File: src/rtl/psram_lim_pkg.sv
package psram_lim_pkg;

  // Cycles left in the current pulse, including the present one.
  function automatic logic [15:0] pl_remaining(input logic start,
                                               input logic [15:0] count,
                                               input logic [15:0] timer);
    return start ? count : timer;
  endfunction

  // Limiting is active only for an enabled bank with a non-zero count.
  function automatic logic pl_limit_on(input logic bank_bit,
                                       input logic [15:0] count);
    return bank_bit && (count != 16'd0);
  endfunction

  // The pulse has used its last allowed cycle.
  function automatic logic pl_expired(input logic ce_low,
                                      input logic limit_on,
                                      input logic [15:0] remaining);
    return ce_low && limit_on && (remaining == 16'd1);
  endfunction

endpackage

File: src/rtl/pl_pulse_timer.sv
module pl_pulse_timer #(
  parameter int CNT_W  = 16,
  parameter int BANK_W = 2
) (
  input  logic              clk,
  input  logic              rst_n,
  input  logic              ce_low,
  input  logic [BANK_W-1:0] bank,
  input  logic [CNT_W-1:0]  cfg_count,
  input  logic              limit_on,
  output logic              expire,
  output logic              split_q
);
  import psram_lim_pkg::*;

  logic              low_q;
  logic [BANK_W-1:0] bank_q;
  logic [CNT_W-1:0]  timer_q;
  logic              start;
  logic [CNT_W-1:0]  remaining;

  assign start     = ce_low && (!low_q || (bank_q != bank));
  assign remaining = CNT_W'(pl_remaining(start, 16'(cfg_count), 16'(timer_q)));
  assign expire    = pl_expired(ce_low, limit_on, 16'(remaining));

  always_ff @(posedge clk or negedge rst_n) begin
    if (!rst_n) begin
      low_q   <= 1'b0;
      bank_q  <= '0;
      timer_q <= '0;
      split_q <= 1'b0;
    end else begin
      low_q   <= ce_low;
      bank_q  <= bank;
      split_q <= expire;
      if (ce_low) timer_q <= remaining - CNT_W'(1);
    end
  end

  // A split never begins two cycles in a row.
  AST_SPLIT_SINGLE: assert property (@(posedge clk) disable iff (!rst_n)
    split_q |-> !expire);

endmodule

File: src/rtl/pl_bank_decode.sv
module pl_bank_decode #(
  parameter int NUM_BANKS = 4,
  parameter int BANK_W    = 2
) (
  input  logic                 active,
  input  logic [BANK_W-1:0]    bank,
  output logic [NUM_BANKS-1:0] ce_n
);
  for (genvar b = 0; b < NUM_BANKS; b++) begin : g_line
    assign ce_n[b] = !(active && (bank == BANK_W'(b)));
  end

  always_comb begin
    AST_CE_EXCLUSIVE: assert ($onehot0(~ce_n));
  end

endmodule

File: src/rtl/psram_ce_limiter.sv
module psram_ce_limiter #(
  parameter int NUM_BANKS = 4,
  parameter int CNT_W     = 16,
  localparam int BANK_W   = (NUM_BANKS > 1) ? $clog2(NUM_BANKS) : 1
) (
  input  logic                 clk,
  input  logic                 rst_n,
  input  logic [CNT_W-1:0]     cfg_count,
  input  logic [NUM_BANKS-1:0] cfg_bank_en,
  input  logic                 acc_req,
  input  logic [BANK_W-1:0]    acc_bank,
  output logic [NUM_BANKS-1:0] ce_n,
  output logic                 split_stall
);
  import psram_lim_pkg::*;

  logic active;
  logic limit_on;
  logic expire;
  logic split_q;

  assign active      = acc_req && !split_q;
  assign limit_on    = pl_limit_on(cfg_bank_en[acc_bank], 16'(cfg_count));
  assign split_stall = split_q && acc_req;

  pl_pulse_timer #(.CNT_W(CNT_W), .BANK_W(BANK_W)) timer_i (
    .clk       (clk),
    .rst_n     (rst_n),
    .ce_low    (active),
    .bank      (acc_bank),
    .cfg_count (cfg_count),
    .limit_on  (limit_on),
    .expire    (expire),
    .split_q   (split_q)
  );

  pl_bank_decode #(.NUM_BANKS(NUM_BANKS), .BANK_W(BANK_W)) decode_i (
    .active (active),
    .bank   (acc_bank),
    .ce_n   (ce_n)
  );

  AST_STALL_CE_HIGH: assert property (@(posedge clk) disable iff (!rst_n)
    split_stall |-> (&ce_n));
  AST_EXPIRY_RAISES: assert property (@(posedge clk) disable iff (!rst_n)
    expire |=> (&ce_n));
  AST_STALL_ONE_CYCLE: assert property (@(posedge clk) disable iff (!rst_n)
    split_stall |=> !split_stall);
  AST_UNLIMITED_PASS: assert property (@(posedge clk) disable iff (!rst_n)
    (acc_req && !limit_on && !split_q) |-> !ce_n[acc_bank]);
  AST_NO_EXPIRY_UNLIMITED: assert property (@(posedge clk) disable iff (!rst_n)
    !limit_on |-> !expire);

endmodule

File: config.mk
export PLATFORM = sky130hd
export DESIGN_NAME = psram_ce_limiter
export DESIGN_NICKNAME = d
export VERILOG_FILES = /design/src/rtl/psram_lim_pkg.sv /design/src/rtl/pl_pulse_timer.sv /design/src/rtl/pl_bank_decode.sv /design/src/rtl/psram_ce_limiter.sv
export SDC_FILE = /design/constraint.sdc
export NUM_CORES = 1
export LEC_CHECK = 0
export ABC_AREA = 1
export BUFFER_PORTS_ARGS = -buffer_cell sky130_fd_sc_hd__buf_4
export CAP_MARGIN = 20
export CORE_MARGIN = 4
export CORE_UTILIZATION = 32
export CTS_CLUSTER_DIAMETER = 200
export DETAILED_ROUTE_END_ITERATION = 16
export PLACE_DENSITY = 0.62
export SYNTH_ARGS = -nofsm -noshare
export SYNTH_HDL_FRONTEND = slang
export SYNTH_SLANG_ARGS = --single-unit
File: constraint.sdc
create_clock -name clk -period 1.8 [get_ports clk]
set_clock_uncertainty 0.1 [all_clocks]
set_input_delay 0.18 -clock clk [delete_from_list [all_inputs] [get_ports clk]]
set_output_delay 0.18 -clock clk [all_outputs]
set_load 0.01 [all_outputs]
# Word level (Yosys, flattened, before mapping)
# Cells that the tools add are included.
# word_totals
register_bits	20
out_inout_bits	5
elab_cells	33
# classes
addsub	1
magnitude_cmp	1
n_eq_ne	5
mux	3
reduce_logical	19
# ops
operator	n
$eq 16x1->1 const B	1
$mux 16	1
$reduce_bool 16->1	1
$sub 16x1->16 const B	1
$logic_and 1x1->1	10
$logic_not 1->1	6
$eq 2x2->1 const B	2
$lt 2x3->1 const B	1
$bmux 1 s2	1
$eq 2x1->1 const B	1
$logic_not 2->1	1
$ne 2x2->1	1
$logic_or 1x1->1	1
$mux 1	1

# Depth between registers and ports, before layout
# Gate-level depths: netlist of the first run.
# depth
word_depth	6
mapped_depth	17
mapped_depth_nobuf	16

# Cells and area by module
# Synthesis of the first run repeated with hierarchy kept, for this count alone.
# unflattened
hier_cells	300
hier_area_um2	1839.3
# by_module_without_submodules
mod	n_inst	cells_per_inst	area_per_inst_um2	seq_area_each_um2
pl_pulse_timer	1	261	1684.1	500.5
psram_ce_limiter	1	32	125.1	0.0
pl_bank_decode	1	7	30.0	0.0

# Worst setup path before layout of the first run
# No wires, ideal clock.
# synth_path
path_kind	reg2reg
start	reg timer_i.bank_q[1]
end	reg timer_i.timer_q[6]
t_arrival_ns	1.653
required_time_ns	1.568
path_slack_ns	-0.084
stages_incl_launch_ff	15
n_path_buf	1
synth_period_minus_slack_ns	1.884
cell_sequence	dfrtp_1 > nand2_2 > nand2_2 > nor2_4 > nand2_4 > nand2_4 > buf_8 > nand2_1 > nand2_2 > ha_1 > nand3_1 > nor2_2 > nor2_1 > o21ai_1 > o21ai_0
# synth_between
elab_chain_len	5
# synth_lines
item	line	rtl
start: declaration	pl_pulse_timer.sv:17	logic [BANK_W-1:0] bank_q;
start signal: assignment	pl_pulse_timer.sv:34	bank_q <= bank;
$ne 2x2->1	pl_pulse_timer.sv:22	assign start = ce_low && (!low_q || (bank_q != bank));
$logic_or 1x1->1	pl_pulse_timer.sv:22	
$logic_and 1x1->1	pl_pulse_timer.sv:22	
$mux 16	psram_lim_pkg.sv:7	return start ? count : timer;
$sub 16x1->16	pl_pulse_timer.sv:36	if (ce_low) timer_q <= remaining - CNT_W'(1);
end signal: assignment	pl_pulse_timer.sv:36	
end: declaration	pl_pulse_timer.sv:18	logic [CNT_W-1:0] timer_q;
# Every way passes these cells.
# A chain may end at the register's enable or synchronous reset.

# Final worst setup path of the first run
# layout_path
start	reg timer_i.bank_q[0]
end	reg timer_i.timer_q[12]
# Same word-level chain as after synthesis.

==> results of run 1 <==
## per-stage QoR
stage / TNS (ns) / cells
after CTS: -1.873 / 413
after global routing: -4.323 / 416
final: -1.966 / 416
after floorplan: -0.07088 / 283
after global placement: -1.519 / 401
after detailed placement: -1.934 / 401
## cell usage after synthesis (3+ instances only)
| cell | count |
|---|---|
| sky130_fd_sc_hd__nand2_1 | 107 |
| sky130_fd_sc_hd__nand3_1 | 40 |
| sky130_fd_sc_hd__inv_1 | 27 |
| sky130_fd_sc_hd__dfrtp_1 | 20 |
| sky130_fd_sc_hd__nor2_1 | 18 |
| sky130_fd_sc_hd__nand3b_1 | 13 |
| sky130_fd_sc_hd__o21ai_0 | 9 |
| sky130_fd_sc_hd__nand2_2 | 6 |
| sky130_fd_sc_hd__nor2_2 | 5 |
| sky130_fd_sc_hd__nand4_1 | 4 |
| sky130_fd_sc_hd__nor4_1 | 4 |
| sky130_fd_sc_hd__buf_2 | 3 |
## timing repair
item                       4_1_cts  5_1_grt
buffers inserted                 5        3
hold buffers                     1        0
setup endpoints to repair       19       18
pin swaps                       14        7
cloned                           3        0
hold endpoints to repair        20        0
resized for setup               31       21
## power groups by stage
stage / Sequential (mW) / Clock (mW) / Combinational, mW
6_report: 0.552 / 0.317 / 0.787
5_1_grt: 0.560 / 0.346 / 0.873
4_1_cts: 0.551 / 0.325 / 0.723
3_5_place_dp: 0.559 / 0 / 0.629
3_3_place_gp: 0.557 / 0 / 0.622
2_1_floorplan: 0.549 / 0 / 0.403
## cells in the final DEF, fill, tap and decap left out, types with 2 or more instances in the layout
cell type	Yosys	routed
sky130_fd_sc_hd__nand2_1	107	95
sky130_fd_sc_hd__nand4_1	4	4
sky130_fd_sc_hd__buf_6	1	2
sky130_fd_sc_hd__clkbuf_8	0	3
sky130_fd_sc_hd__nor2_4	2	9
sky130_fd_sc_hd__o21ai_0	9	3
sky130_fd_sc_hd__nor2_1	18	9
sky130_fd_sc_hd__nand2_2	6	14
sky130_fd_sc_hd__inv_1	27	25
sky130_fd_sc_hd__dfrtp_1	20	20
sky130_fd_sc_hd__nand2_4	2	5
sky130_fd_sc_hd__nor4_1	4	4
sky130_fd_sc_hd__buf_12	0	3
sky130_fd_sc_hd__nand2_8	0	2
sky130_fd_sc_hd__inv_2	2	4
sky130_fd_sc_hd__nand3_2	1	5
sky130_fd_sc_hd__buf_4	2	61
sky130_fd_sc_hd__nor2_2	5	7
sky130_fd_sc_hd__o21ai_1	2	7
sky130_fd_sc_hd__nand3b_1	13	13
sky130_fd_sc_hd__nand3_1	40	35
## logic make-up (layout without fill, tap and decap cells)
group           Yosys count  after routing  synth area share, %
flops                    20             20                28.39
compound gates           15             15                4.613
buf+inv                  41            103                11.07
simple gates            204            205                54.01
fa+ha+maj                 2              2                1.419
xor+xnor                  1              1               0.4969
## per-layer routing
| layer | share of wire [%] | global-route usage (%) | up-vias |
|---|---|---|---|
| li1 | - | - | 1034 |
| met1 | 45 | 21.93 | 902 |
| met2 | 47 | 28.69 | 55 |
| met3 | 5.6 | 3.579 | 13 |
| met4 | 2.6 | 7.309 | 0 |
| met5 | 0 | 0 | - |
## how the worst min path moves through the flow
stage	to	from	slack [ns]
floorplan	timer_i.bank_q[0]	rst_n	-0.22
global route	timer_i.bank_q[0]	acc_bank[0]	0.07
CTS	timer_i.bank_q[0]	acc_bank[0]	0.06
global placement	timer_i.timer_q[10]	rst_n	-0.01
finish	timer_i.bank_q[1]	acc_bank[1]	0.06
detailed placement	timer_i.timer_q[10]	rst_n	-0.008
## area by class of cell
type                    count  area, um^2  share of cell area, %
well taps                  70       87.58                  3.314
multi-input cells         223        1275                  48.25
flip-flops and latches     20       500.5                  18.94
repair buffers             70       625.6                  23.67
inverters                  30       112.6                  4.261
clock buffers               3       41.29                  1.563
## critical path: stages, from the launching register on
cell and delay, ns:
sky130_fd_sc_hd__dfrtp_1 0.36, sky130_fd_sc_hd__inv_1 0.08, sky130_fd_sc_hd__nand2_1 0.05, sky130_fd_sc_hd__nand2_1 0.07
sky130_fd_sc_hd__inv_2 0.06, sky130_fd_sc_hd__nand2_8 0.12, sky130_fd_sc_hd__buf_12 0.14, sky130_fd_sc_hd__nand3b_1 0.12
sky130_fd_sc_hd__nand2_4 0.11, sky130_fd_sc_hd__ha_4 0.16, sky130_fd_sc_hd__nand2_1 0.10, sky130_fd_sc_hd__nor2_2 0.21
sky130_fd_sc_hd__nand3_1 0.10, sky130_fd_sc_hd__nand2_1 0.07, sky130_fd_sc_hd__nand2_1 0.05, sky130_fd_sc_hd__nand2_1 0.05
## registers in the layout, summed over array words and instances (netlist names)
name,flops
timer_i.timer_q,16
timer_i.split_q,1
timer_i.low_q,1
timer_i.bank_q,2
==> impl_summary.log, run 1 <==
[metrics] top flip-flop cell by instance count after synthesis: sky130_fd_sc_hd__dfrtp_1
[metrics] pin count of the biggest net entering global routing: 21
[metrics] proportion of synthesized chip area in sequential cells: 28.39%
[metrics] CP endpoint kind: register
[metrics] violated checks: negative setup slack
[metrics] P per Cell Area: 626.8 nW/um^2
[metrics] NumNets Final: 375
[metrics] Routed WL per cell: 12.99 um
[metrics] launch instance of the worst register-to-register path: timer_i.bank_q[0]
[metrics] Worst Setup Path Type: register to register
[metrics] Worst Hold Path Cells: 2
[metrics] top cells by area, synth: sky130_fd_sc_hd__dfrtp_1 28%, sky130_fd_sc_hd__nand2_1 23%, sky130_fd_sc_hd__nand3_1 11%, sky130_fd_sc_hd__inv_1 5.7%, sky130_fd_sc_hd__nand3b_1 5.5%
[metrics] area enclosed by the die boundary: 6761 um^2
[metrics] CORE AREA: 5238 um^2
[metrics] switching part of the total: 38.66%
[metrics] Tightest Pin Transition: 0.4140 ns
[metrics] register-to-register path setup slack: -0.19 ns
[metrics] slew margin rel.: 72.15%
[metrics] signal arrival time at the worst endpoint: 2.11 ns
[metrics] CTS tree: built
[metrics] clock share of power: 19.1%
[metrics] fin worst setup slack: -0.1932 ns
[metrics] Site Rows: 26
[metrics] Place WS: -0.1868 ns
[metrics] Die Height: 82.23 um
[metrics] part of the power in combinational logic: 47.5%
[metrics] post-synth top area share: 28.39%
[metrics] initial standard-cell utilization of the core: 33.66%
[metrics] Final Cell Area: 2643 um^2
[metrics] drt drc: 0
[metrics] horizontal die dimension: 82.23 um
[metrics] maximum clock insertion buffer count: 2
[metrics] number of I/O port buffers: 29
[metrics] vias in the first global route: 1,997
[metrics] status: complete, but fails checks
[metrics] number of enable flip-flop cells after synthesis: 0
[metrics] power consumption: 1.656 mW
[metrics] clock-pin slew reported for the worst setup and hold paths after clock tree synthesis: 0.08 ns
[metrics] ratio of final minimum period to clock period: 110.7%
[metrics] count of antenna-violating nets left after detailed routing: 0
[metrics] Critical Path RT: 1.91 ns
[metrics] number of diodes added for antenna fixing: 0
[metrics] via count: 2,004
[metrics] critical path fanouts, max: 11
[metrics] sequential share of power: 33.4%
[metrics] Critical Path Start: timer_i.bank_q[0]
[metrics] HPWL after DPL: 3726 um
[metrics] final setup vio count: 15
[metrics] number of instances in the synthesized netlist: 283
[metrics] end point of the critical path: timer_i.timer_q[12]
[metrics] total nets after synthesis: 310
[metrics] max-slew violation count: 0
[metrics] unrepaired setup endpoints after global routing: true
[metrics] FFs w/ async S/R, synth: 100.0%
[metrics] root cell of the clock tree: sky130_fd_sc_hd__clkbuf_8
[metrics] Int Pwr: 1.016 mW
[metrics] Clock Latency Late Sink: 0.27 ns
[metrics] fraction of layout cells with a size suffix above 1: 36.42%
[metrics] class of the tightest hold or removal check: primary input to register
[metrics] instance area after placement: 2271 um^2
[metrics] total gr overflow: 0
[metrics] first-pass GRT wire length: 9073 um
[metrics] All-Layer GR Usage: 17.40%
[metrics] Maximum Capacitance Violations: 0
[metrics] flip-flop and latch count after synthesis: 20
[metrics] utilization after layout: 50.45%
[metrics] number of warnings issued by yosys: 0
[metrics] gpl congestion: 0.9064
[metrics] average instance area after synthesis: 6.229 um^2
[metrics] Final Critical Period: 1.993 ns
[metrics] fmax: 501.7 MHz
[metrics] peak supply drop: 0.3333 mV
[metrics] Final Hold Viols: 0
[metrics] Hold Slack: 0.06276 ns
[metrics] number of levels in the clock H-tree: 1
[metrics] drt initial violations: 111
[metrics] reg-to-reg critical path endpoint: timer_i.timer_q[12]
[metrics] routed wire length: 5404 um
[metrics] Worst Reg2Reg Path Length in Cells: 15
[metrics] sort of element at the start of the critical path: register
[metrics] number of vias per cell after detailed routing: 4.817
[metrics] first-pass iteration count of the detailed router: 4
[metrics] Ports: 30
[metrics] Sink Count: 20
[metrics] initial antenna violation count: 0
[metrics] count of unique library cells instantiated by Yosys: 31
[metrics] Filler Cells Inserted: 515
[metrics] Area Overhead vs Synth: 49.89%
[metrics] leakage power: 1.329 nW
[metrics] library cell occupying the most area in the post-synthesis netlist: sky130_fd_sc_hd__dfrtp_1
[metrics] Net Sw Power: 640.3 uW
[metrics] Mapped Area: 1763 um^2
[metrics] number of buffers created by CTS: 3
(Power assumes the default switching activity.)
==> inputs of run 2 (changes only) <==
--- a/config.mk
+++ b/config.mk
@@ -12,7 +12,7 @@
 export CORE_UTILIZATION = 32
 export CTS_CLUSTER_DIAMETER = 200
 export DETAILED_ROUTE_END_ITERATION = 16
-export PLACE_DENSITY = 0.62
+export PLACE_DENSITY = 0.6
 export SYNTH_ARGS = -nofsm -noshare
 export SYNTH_HDL_FRONTEND = slang
 export SYNTH_SLANG_ARGS = --single-unit
==> constraint.sdc (replaced) <==
create_clock -name clk -period 2 [get_ports clk]
set_clock_uncertainty 0.1 [all_clocks]
set_input_delay 0.2 -clock clk [delete_from_list [all_inputs] [get_ports clk]]
set_output_delay 0.2 -clock clk [all_outputs]
set_load 0.01 [all_outputs]
==> run 2 against run 1 <==
The flow now finishes without violations. Fmax up 1.8%. Routed wire length down 10%. Worst hold slack better by 0.036 ns. Design area down 12%. Combinational power down 28%. Power down 19%. Final cell count down 5.3%. Setup slack better by 0.24 ns. Clock-buffer cell count unchanged.
==> impl_summary.log, run 2 (synthesis gave the netlist of run 1 again) <==
[metrics] status: finished clean (was complete, but fails checks)
[metrics] flip-flop count of the largest register, all copies and words added: 16 (unchanged)
[metrics] gpl congestion: 0.9285 (was 0.9064)
[metrics] Critical Path RT: 2.05 ns (was 1.91 ns)
[metrics] initial antenna violation count: 0 (unchanged)
[metrics] Routed WL per cell: 12.29 um (was 12.99 um)
[metrics] maximum clock insertion buffer count: 2 (unchanged)
[metrics] critical path fanouts, max: 19 (was 11)
[metrics] All-Layer GR Usage: 15.25% (was 17.40%)
[metrics] switching part of the total: 38.15% (was 38.66%)
[metrics] instance area after placement: 2123 um^2 (was 2271 um^2)
[metrics] leakage power: 1.165 nW (was 1.329 nW)
[metrics] drt initial violations: 81 (was 111)
[metrics] P per Cell Area: 575.3 nW/um^2 (was 626.8 nW/um^2)
[metrics] count of antenna-violating nets left after detailed routing: 0 (unchanged)
[metrics] part of the power in combinational logic: 42.3% (was 47.5%)
[metrics] Maximum Capacitance Violations: 0 (unchanged)
[metrics] Non-Filler Instances: 394 (was 416)
[metrics] sequential share of power: 37.0% (was 33.4%)
[metrics] number of diodes added for antenna fixing: 0 (unchanged)
[metrics] Int Pwr: 828.1 uW (was 1.016 mW)
[metrics] clock-pin slew reported for the worst setup and hold paths after clock tree synthesis: 0.08 ns (about the same)
[metrics] via count: 1,882 (was 2,004)
[metrics] most frequent standard cell in the layout excluding fill and tap cells: sky130_fd_sc_hd__nand2_1 (unchanged)
[metrics] number of levels in the clock H-tree: 1 (unchanged)
[metrics] pin count of the biggest net entering global routing: 37 (was 21)
[metrics] Filler Cells Inserted: 556 (was 515)
[metrics] fmax: 510.7 MHz (was 501.7 MHz)
[metrics] register-to-register path setup slack: 0.04 ns (was -0.19 ns)
[metrics] ratio of final minimum period to clock period: 97.91% (was 110.7%)
[metrics] Ports: 30 (unchanged)
[metrics] Clock Latency Late Sink: 0.26 ns (was 0.27 ns)
[metrics] sort of element at the start of the critical path: register (unchanged)
[metrics] Tightest Pin Transition: 0.4411 ns (was 0.4140 ns)
[metrics] Die Height: 82.23 um (unchanged)
[metrics] Site Rows: 26 (unchanged)
[metrics] Worst Setup Path Type: register to register (unchanged)
[metrics] clock share of power: 20.7% (was 19.1%)
[metrics] most frequent cells in the layout: 101 x sky130_fd_sc_hd__nand2_1, 42 x sky130_fd_sc_hd__buf_4, 37 x sky130_fd_sc_hd__nand3_1 (was 95 x sky130_fd_sc_hd__nand2_1, 61 x sky130_fd_sc_hd__buf_4, 35 x sky130_fd_sc_hd__nand3_1)
[metrics] CP endpoint kind: register (unchanged)
[metrics] Net Sw Power: 510.7 uW (was 640.3 uW)
[metrics] NumNets Final: 353 (was 375)
[metrics] number of I/O port buffers: 29 (unchanged)
[metrics] class of the tightest hold or removal check: primary input to register (unchanged)
[metrics] power consumption: 1.339 mW (was 1.656 mW)
[metrics] Final Hold Viols: 0 (unchanged)
[metrics] CTS tree: built (unchanged)
[metrics] root cell of the clock tree: sky130_fd_sc_hd__clkbuf_8 (unchanged)
[metrics] first-pass GRT wire length: 8004 um (was 9073 um)
[metrics] routed wire length: 4841 um (was 5404 um)
[metrics] peak supply drop: 0.2459 mV (was 0.3333 mV)
[metrics] Sink Count: 20 (unchanged)
[metrics] signal arrival time at the worst endpoint: 2.01 ns (was 2.11 ns)
[metrics] Biggest register: timer_i.timer_q (unchanged)
[metrics] Area Overhead vs Synth: 32.01% (was 49.89%)
[metrics] horizontal die dimension: 82.23 um (unchanged)
[metrics] first-pass iteration count of the detailed router: 4 (unchanged)
[metrics] number of buffers created by CTS: 3 (unchanged)
[metrics] HPWL after DPL: 3750 um (was 3726 um)
[metrics] area enclosed by the die boundary: 6761 um^2 (unchanged)
[metrics] Placed Instances: 387 (was 401)
[metrics] slew margin rel.: 70.32% (was 72.15%)
[metrics] total gr overflow: 0 (unchanged)
[metrics] CORE AREA: 5238 um^2 (unchanged)
[metrics] vias in the first global route: 1,726 (was 1,997)
[metrics] fraction of layout cells with a size suffix above 1: 28.70% (was 36.42%)
[metrics] max-slew violation count: 0 (unchanged)
[metrics] Final Cell Area: 2327 um^2 (was 2643 um^2)
[metrics] unrepaired setup endpoints after global routing: true (unchanged)
[metrics] registers with the highest flip-flop counts: timer_i.timer_q (16), timer_i.bank_q (2) (unchanged)
[metrics] number of vias per cell after detailed routing: 4.777 (was 4.817)
[metrics] final setup vio count: 0 (was 15)
[metrics] initial standard-cell utilization of the core: 33.66% (unchanged)
[metrics] drt drc: 0 (unchanged)
[metrics] Final Critical Period: 1.958 ns (was 1.993 ns)
==> run 2: changes by cell type in the layout (fill, tap and decap cells not counted), sizes merged <==
| cell | delta |
|---|---|
| nand2 | -1 |
| dlygate4sd3 | +1 |
| bufbuf | -1 |
| buf | -21 |
==> run 2: final cells by class <==
type / instances / area, um^2 / area share (%)
tap: 70 / 87.58 / 3.763
multi-input combinational: 222 / 1176 / 50.54
inverter: 30 / 112.6 / 4.839
clock buffer: 3 / 41.29 / 1.774
sequential: 20 / 500.5 / 21.51
timing repair buffer: 49 / 409.1 / 17.58
==> run 2: metal layers <==
metal	vias up	part of all wire, %	wire (um)	global-route usage [%]
li1	988	-	-	-
met1	854	50	2435	22.43
met2	36	44	2132	23.80
met3	4	4.8	234	1.952
met4	0	0.78	38	2.990
met5	-	0	0	0
==> run 2: worst paths after layout <==
path,to,depth (start not counted),startpoint
worst max-delay path,timer_i.timer_q[9],10,timer_i.split_q
worst min register to register,timer_i.timer_q[14],2,timer_i.timer_q[14]
worst min-delay path,timer_i.bank_q[0],2,acc_bank[0]
max in group asynchronous,timer_i.timer_q[0],2,rst_n
min in group asynchronous,timer_i.timer_q[11],2,rst_n
worst max register to register,timer_i.timer_q[9],10,timer_i.split_q
==> run 2: power groups by stage <==
stage	clock, mW	sequential [mW]	combinational, mW
final	0.277	0.496	0.566
after global routing	0.308	0.503	0.643
after CTS	0.288	0.496	0.508
after detailed placement	0	0.502	0.497
after global placement	0	0.502	0.498
after floorplan	0	0.494	0.336
==> run 2: worst max-delay path, stage by stage (launching register included) <==
cell,delay (ns)
sky130_fd_sc_hd__dfrtp_1,0.41
sky130_fd_sc_hd__nor2_4,0.14
sky130_fd_sc_hd__buf_12,0.14
sky130_fd_sc_hd__buf_6,0.18
sky130_fd_sc_hd__nand3b_1,0.11
sky130_fd_sc_hd__nand2_2,0.14
sky130_fd_sc_hd__nand3_2,0.14
sky130_fd_sc_hd__nor2_4,0.25
sky130_fd_sc_hd__nand3_1,0.10
sky130_fd_sc_hd__nand3_1,0.09
sky130_fd_sc_hd__nand2_1,0.06
==> run 2: what timing repair did <==
item,4_1_cts,5_1_grt
setup endpoints to repair,5,13
buffers inserted,0,2
resized for setup,4,30
cloned,0,0
hold endpoints to repair,21,0
hold buffers,2,0
pin swaps,2,14
==> run 2: through the flow <==
step	utilization [%]	setup slack, ns	hold slack [ns]	TNS, ns
floorplan	-	0.1156	-0.1956	0
global placement	40.54	-0.01366	0.006995	-0.01366
detailed placement	40.54	-0.0008161	0.008955	-0.001161
CTS	41.90	0.003062	0.09491	0
global route	44.43	-0.1227	0.09828	-0.8810
finish	44.43	0.04188	0.09875	0
